<file path="config.mk">
export PLATFORM = sky130hd
export DESIGN_NAME = dma_dbuf_count
export DESIGN_NICKNAME = d
export VERILOG_FILES = /design/src/rtl/dbc_pkg.sv /design/src/rtl/dbc_count_reg.sv /design/src/rtl/dbc_sync_edge.sv /design/src/rtl/dbc_req_status.sv /design/src/rtl/dbc_seq.sv /design/src/rtl/dma_dbuf_count.sv
export SDC_FILE = /design/constraint.sdc
export NUM_CORES = 1
export LEC_CHECK = 0
export BUFFER_PORTS_ARGS = -buffer_cell sky130_fd_sc_hd__buf_2
export CORE_MARGIN = 2
export CORE_UTILIZATION = 42
export CTS_CLUSTER_SIZE = 30
export DETAILED_ROUTE_END_ITERATION = 7
export PLACE_DENSITY_LB_ADDON = 0.05
export SLEW_MARGIN = 20
export SYNTH_ARGS = -nofsm -noshare
export SYNTH_HDL_FRONTEND = slang
export SYNTH_SLANG_ARGS = --single-unit
</file>
<file path="constraint.sdc">
create_clock -name clk -period 2.9 [get_ports clk]
set_input_delay 0.58 -clock clk [delete_from_list [all_inputs] [get_ports clk]]
set_output_delay 0.58 -clock clk [all_outputs]
set_load 0.02 [all_outputs]
</file>
<file path="src/rtl/dbc_pkg.sv">
// Shared types and register offsets for the double-buffered byte-count block.
// Assumes byte offsets within a channel window of at least 5 address bits.
package dbc_pkg;
    typedef enum logic [1:0] {
        ST_IDLE = 2'd0,
        ST_RUN  = 2'd1,
        ST_DONE = 2'd2,
        ST_ERR  = 2'd3
    } dbc_state_e;

    localparam logic [7:0] OFF_STAT     = 8'h0C;
    localparam logic [7:0] OFF_CNT_BASE = 8'h10;
    localparam logic [7:0] OFF_CNT_STEP = 8'h04;
    localparam int         NUM_BUF      = 2;
endpackage

</file>
<file path="src/rtl/dbc_count_reg.sv">
// One buffer's remaining byte count. A software write loads it, and a
// decrement request takes one from a nonzero value. If both arrive in the
// same cycle, the write wins. Assumes dec_en is a single-cycle strobe.
module dbc_count_reg #(
    parameter int CNT_W = 16
) (
    input  logic             clk,
    input  logic             rst_n,
    input  logic             wr_en,
    input  logic [CNT_W-1:0] wr_val,
    input  logic             dec_en,
    output logic [CNT_W-1:0] cnt_o
);
    logic [CNT_W-1:0] cnt_q;

    // Load on write, otherwise count down on a qualified strobe.
    always_ff @(posedge clk) begin
        if (!rst_n)
            cnt_q <= '0;
        else if (wr_en)
            cnt_q <= wr_val;
        else if (dec_en && cnt_q != '0)
            cnt_q <= cnt_q - CNT_W'(1);
    end

    assign cnt_o = cnt_q;

    assert_dec_by_one_R3: assert property (@(posedge clk) disable iff (!rst_n)
        (dec_en && !wr_en && cnt_o != '0) |=> cnt_o == $past(cnt_o) - CNT_W'(1));

    assert_write_wins_R8: assert property (@(posedge clk) disable iff (!rst_n)
        wr_en |=> cnt_o == $past(wr_val));
endmodule

</file>
<file path="src/rtl/dbc_sync_edge.sv">
// Multi-flop synchronizer for an asynchronous level, with a rising-edge
// pulse taken from the synchronized output. Assumes STAGES >= 2.
module dbc_sync_edge #(
    parameter int STAGES = 2
) (
    input  logic clk,
    input  logic rst_n,
    input  logic async_in,
    output logic sync_o,
    output logic rise_o
);
    logic [STAGES-1:0] chain_q;
    logic              prev_q;

    // Shift the input through the synchronizer chain.
    always_ff @(posedge clk) begin
        if (!rst_n)
            chain_q <= '0;
        else
            chain_q <= {chain_q[STAGES-2:0], async_in};
    end

    // Keep last synchronized value for edge detection.
    always_ff @(posedge clk) begin
        if (!rst_n)
            prev_q <= 1'b0;
        else
            prev_q <= chain_q[STAGES-1];
    end

    assign sync_o = chain_q[STAGES-1];
    assign rise_o = chain_q[STAGES-1] & ~prev_q;
endmodule

</file>
<file path="src/rtl/dbc_req_status.sv">
// Request status bit. In edge mode a synchronized rising edge sets a sticky
// flag that a status write clears. In level mode the bit is the synchronized
// line itself and status writes are ignored. A new edge beats a clear.
module dbc_req_status #(
    parameter int SYNC_STAGES = 2
) (
    input  logic clk,
    input  logic rst_n,
    input  logic req_in,
    input  logic level_mode,
    input  logic clr_wr,
    output logic stat_o
);
    logic req_sync;
    logic req_rise;
    logic edge_q;

    dbc_sync_edge #(.STAGES(SYNC_STAGES)) u_sync (
        .clk      (clk),
        .rst_n    (rst_n),
        .async_in (req_in),
        .sync_o   (req_sync),
        .rise_o   (req_rise)
    );

    // Sticky edge flag, held clear while in level mode.
    always_ff @(posedge clk) begin
        if (!rst_n)
            edge_q <= 1'b0;
        else if (level_mode)
            edge_q <= 1'b0;
        else if (req_rise)
            edge_q <= 1'b1;
        else if (clr_wr)
            edge_q <= 1'b0;
    end

    assign stat_o = level_mode ? req_sync : edge_q;

    assert_clear_edge_R9: assert property (@(posedge clk) disable iff (!rst_n)
        (!level_mode && clr_wr && !req_rise) |=> !edge_q);
endmodule

</file>
<file path="src/rtl/dbc_seq.sv">
// Channel sequencer. It picks the buffer to consume, moves to the other
// buffer when the active one is empty, and reports completion or a start
// without work. A buffer counts as armed while its count is nonzero.
// Strobes are ignored in the cycle in which a switch is taken.
module dbc_seq
    import dbc_pkg::*;
#(
    parameter int NBUF = 2
) (
    input  logic            clk,
    input  logic            rst_n,
    input  logic            enable,
    input  logic            xfer_stb,
    input  logic [NBUF-1:0] valid,
    output logic            act_o,
    output dbc_state_e      state_o,
    output logic [NBUF-1:0] dec_o
);
    dbc_state_e state_q;
    logic       act_q;
    logic       pick;

    // Start choice: stay on the current buffer if armed, else take the other.
    always_comb pick = valid[act_q] ? act_q : ~act_q;

    // Channel state and active-buffer pointer.
    always_ff @(posedge clk) begin
        if (!rst_n) begin
            state_q <= ST_IDLE;
            act_q   <= 1'b0;
        end else begin
            case (state_q)
                ST_IDLE: if (enable) begin
                    if (|valid) begin
                        state_q <= ST_RUN;
                        act_q   <= pick;
                    end else begin
                        state_q <= ST_ERR;
                    end
                end
                ST_RUN: if (!enable) begin
                    state_q <= ST_IDLE;
                end else if (!valid[act_q]) begin
                    if (valid[~act_q]) act_q   <= ~act_q;
                    else               state_q <= ST_DONE;
                end
                ST_DONE: if (!enable) begin
                    state_q <= ST_IDLE;
                end else if (|valid) begin
                    state_q <= ST_RUN;
                    act_q   <= pick;
                end
                default: if (!enable) state_q <= ST_IDLE;
            endcase
        end
    end

    // Route a completed-transfer strobe to the active armed buffer.
    always_comb begin
        dec_o = '0;
        if (state_q == ST_RUN && valid[act_q] && xfer_stb)
            dec_o[act_q] = 1'b1;
    end

    assign act_o   = act_q;
    assign state_o = state_q;

    assert_disable_idles_R11: assert property (@(posedge clk) disable iff (!rst_n)
        !enable |=> state_o == ST_IDLE);

    assert_switch_on_empty_R4: assert property (@(posedge clk) disable iff (!rst_n)
        ($past(state_q) == ST_RUN && act_q != $past(act_q))
            |-> ($past(valid) & (act_q ? 2'b01 : 2'b10)) == 2'b00);
endmodule

</file>
<file path="src/rtl/dma_dbuf_count.sv">
// Top of the double-buffered byte-count block: register decode, two count
// registers, the sequencer and the request status bit. Reads are
// combinational, and unmapped offsets read zero.
module dma_dbuf_count
    import dbc_pkg::*;
#(
    parameter int ADDR_W      = 8,
    parameter int DATA_W      = 32,
    parameter int CNT_W       = 16,
    parameter int SYNC_STAGES = 2
) (
    input  logic              clk,
    input  logic              rst_n,
    input  logic              bus_wr,
    input  logic [ADDR_W-1:0] bus_addr,
    input  logic [DATA_W-1:0] bus_wdata,
    output logic [DATA_W-1:0] bus_rdata,
    input  logic              ch_enable,
    input  logic              level_mode,
    input  logic              xfer_done,
    input  logic              ext_req,
    output logic              active_buf,
    output logic              busy,
    output logic              done,
    output logic              err,
    output logic              req_status
);
    localparam logic [ADDR_W-1:0] STAT_ADDR = ADDR_W'(OFF_STAT);

    logic [CNT_W-1:0]   cnt [NUM_BUF];
    logic [NUM_BUF-1:0] cnt_wr;
    logic [NUM_BUF-1:0] valid;
    logic [NUM_BUF-1:0] dec;
    logic               stat_wr;
    logic               any_wr;
    dbc_state_e         state;
    logic               unused_wdata_hi;

    assign unused_wdata_hi = ^bus_wdata[DATA_W-1:CNT_W];

    // One count register per buffer at its own offset.
    for (genvar i = 0; i < NUM_BUF; i++) begin : g_buf
        localparam logic [ADDR_W-1:0] MY_ADDR =
            ADDR_W'(OFF_CNT_BASE + OFF_CNT_STEP * i);

        assign cnt_wr[i] = bus_wr && (bus_addr == MY_ADDR);
        assign valid[i]  = |cnt[i];

        dbc_count_reg #(.CNT_W(CNT_W)) u_cnt (
            .clk    (clk),
            .rst_n  (rst_n),
            .wr_en  (cnt_wr[i]),
            .wr_val (bus_wdata[CNT_W-1:0]),
            .dec_en (dec[i]),
            .cnt_o  (cnt[i])
        );
    end

    assign stat_wr = bus_wr && (bus_addr == STAT_ADDR);
    assign any_wr  = |cnt_wr;

    dbc_seq #(.NBUF(NUM_BUF)) u_seq (
        .clk      (clk),
        .rst_n    (rst_n),
        .enable   (ch_enable),
        .xfer_stb (xfer_done),
        .valid    (valid),
        .act_o    (active_buf),
        .state_o  (state),
        .dec_o    (dec)
    );

    dbc_req_status #(.SYNC_STAGES(SYNC_STAGES)) u_req (
        .clk        (clk),
        .rst_n      (rst_n),
        .req_in     (ext_req),
        .level_mode (level_mode),
        .clr_wr     (stat_wr),
        .stat_o     (req_status)
    );

    assign busy = (state == ST_RUN);
    assign done = (state == ST_DONE);
    assign err  = (state == ST_ERR);

    // Read mux: live counts, status bit, zero elsewhere.
    always_comb begin
        bus_rdata = '0;
        if (bus_addr == STAT_ADDR)
            bus_rdata[0] = req_status;
        for (int i = 0; i < NUM_BUF; i++) begin
            if (bus_addr == ADDR_W'(OFF_CNT_BASE + OFF_CNT_STEP * i))
                bus_rdata[CNT_W-1:0] = cnt[i];
        end
    end

    assert_done_both_empty_R5: assert property (@(posedge clk) disable iff (!rst_n)
        ($rose(done) && !$past(any_wr)) |-> (cnt[0] == '0 && cnt[1] == '0));

    assert_err_frozen_R6: assert property (@(posedge clk) disable iff (!rst_n)
        (err && !any_wr) |=> (cnt[0] == $past(cnt[0]) && cnt[1] == $past(cnt[1])));
endmodule

</file>
==> results.md <==
- Status: finished, final reports clean
- Clock transition at path regs: 70 ps
- Initial Util: 0.443
- Crit path launch type: input pin
- Synth Flop Type: dfxtp_1
- Mean routed wirelength per cell: 16.2 um
- Largest cells by area after synthesis: dfxtp_1, xnor2_1, a21oi_1, a22o_1, o21ai_0
- Post-DR vias/cell: 5.58
- IO Pins: 84
- FMAX: 402 MHz
- Clock Skew: 6.23 ps
- Port Buf Inserts: 51
- Endpoints failing setup: 0
- Pwr dens: 379 nW/um^2
- Critical-path cell list: buf_2, nor3_1, and3_1, buf_4, a22o_1, buf_2
- Final global-route overflow total: 0
- Footprint of the multi-input gates: 1540 sq um
- Maximum VDD drop: 195 uV
- N_diodes: 0
- Die H: 80.6 um
- Initial DRC count: 152
- Placed cells: 417
- Total Routing Usage GR: 0.231
- CP delay by family, top: simple AND/OR/NAND/NOR gates
- Register Area: 781 sq um
- Post-route ant nets: 0
- CP max stage cell: nor3_1
- Final cell count without fillers: 423
- Synth warn: 0
- Post-synth EDFFs: 0
- GPL Wtd Cong: 0.859
- Crit Path Class: input pin to output port
- Most common cell in the netlist: dfxtp_1
- Post-Route WL: 6.85 mm
- Synth top area share: 0.316
- Post-route clock period utilization: 0.859
- Crit path buf inv count: 3
- CTS Buffer Depth: 2
- CTS buffer count: 5
- Pre-Repair DR Iteration Count: 4
- DR vias: 2,362
- CTS Root Buffer Type: clkbuf_8
- Fill cell count: 561
- Core area: 5570 sq um
- Total Nets Final: 401
- Worst-margin pin slew: 560 ps
- H-tree depth: 2
- Worst EP arrival: 1910 ps
- Worst Hold Class: flop to flop
- Hold Buf Count CTS: 0
- Synth cell types: 48
- RSZ-0062 raised after global routing: false
- Layout area overhead: 14.1%
- Die Area: 6500 sq um
- TritonCTS clock tree: done
- Min Clock Period, post-route: 2490 ps
- Row count: 27
- Clk_lat worst skew: 280 ps
- Synthesis-stage register bit count: 39
- TritonCTS Sinks: 39
- Post CTS Setup Buffer Count: 0
- Static leakage: 1.12 nW
- Seq/Total Area, Yosys: 0.316
- Final Hold Fails: 0
- Netlist Area Pre-Place: 2470 sq um
- Die width: 80.6 um
- Synth top cells by count: dfxtp_1, a21oi_1, o21ai_0
- Slowest stage delay, CP: 440 ps
- Avg Cell Area, Syn: 8.14 sq um
- Crit end category: output port
- Total Neg Setup Slack: 0 ps
- WP data required: 2320 ps
- First-pass GRT wire length: 11.5 mm
- DRC viols: 0
- Peak fanout along the critical path: 16
- Initial antenna violation count: 0
- Worst path most repeated cell: buf_2
- Area leader, netlist: dfxtp_1
- Post-CTS sizing: 0
- Number of global-route vias before repair: 2,175
- HPWL after detailed placement: 5.19 mm
- Largest net degree at the start of global routing: 34
- Max Cap Viol: 0
- Slew Viols, Final: 0
- Ys async rst share: 0
- Worst rel slew slack: 0.623
- Fraction of layout cells with a size suffix above 1: 0.211
- Post-Syn Instances: 303
## cell families after synthesis
group	count (synthesis)	synth area share
buffers and inverters	39	0.0842
xor gates and xnor gates	25	0.0887
DFF	39	0.316
and+or+nand+nor	106	0.261
muxes	3	0.0132
other	1	0.00152
AOI/OAI and AO/OA	88	0.225
adders and majority gates	2	0.0101
## placed cells by master, fill, tap and decap left out, types with 6 or more instances in the layout
| master | n |
|---|---|
| a21oi_1 | 30 |
| a22o_1 | 15 |
| buf_2 | 51 |
| buf_4 | 7 |
| conb_1 | 16 |
| dfxtp_1 | 39 |
| inv_1 | 7 |
| nand2_1 | 8 |
| nand3_1 | 10 |
| nand4_1 | 6 |
| nor2_1 | 17 |
| nor3_1 | 13 |
| nor4_1 | 9 |
| o21ai_0 | 26 |
| or3_1 | 7 |
| xnor2_1 | 20 |
## through the flow
step           utilization  setup slack [ps]  instance area (sq um)  total power, mW  hold slack [ps]
5_1_grt              0.505               207                   2820             1.12              451
4_1_cts              0.505               423                   2820             1.07              441
2_1_floorplan            -               277                   2520            0.693              412
6_report             0.505               410                   2820             1.07              436
3_5_place_dp         0.492               424                   2740            0.737              423
3_3_place_gp         0.492               419                   2740            0.738              415
## flip-flops by register name, summed over array words and instances (netlist names)
| name | flops |
|---|---|
| g_buf.u_cnt.cnt_o | 32 |
| u_req.u_sync.chain_q | 2 |
| u_seq.state_o | 2 |
| u_req.edge_q | 1 |
| u_req.u_sync.prev_q | 1 |
| u_seq.act_o | 1 |
## metal layers
metal  global-route usage  part of all wire
met1                0.362              0.50
met2                0.332              0.44
met3               0.0337             0.052
met4               0.0424            0.0080
met5                    0                 0
## worst paths after layout
path | start | endpoint | slack [ps] | cells after the start
setup / recovery | bus_addr[1] | bus_rdata[9] | 410 | 6
hold reg to reg | u_req.u_sync.chain_q[0] | u_req.u_sync.chain_q[1] | 440 | 1
setup reg to reg | g_buf[0].u_cnt.cnt_o[0] | g_buf[0].u_cnt.cnt_o[0] | 900 | 7
hold / removal | u_req.u_sync.chain_q[0] | u_req.u_sync.chain_q[1] | 440 | 1
## worst register-to-register path: stages, from the launching register on
cell and delay (ps):
dfxtp_1 360, inv_1 70, ha_1 260, nor4b_1 320, nand4_1 280, and2_1 300, xnor2_1 120, a211oi_1 210
## power by group
group / internal, mW / leakage (nW) / switching, mW
Sequential: 0.546 / 0.315 / 0.0123
Combinational: 0.0596 / 0.771 / 0.108
Clock: 0.161 / 0.0371 / 0.181
Total: 0.766 / 1.12 / 0.301
## cell type report
type	instances	area share
flip-flops and latches	39	0.277
repair buffers	58	0.109
clock buffers	6	0.0258
inverters	8	0.0107
multi-input cells	240	0.545
well taps	72	0.0320
(Power assumes the default switching activity.)
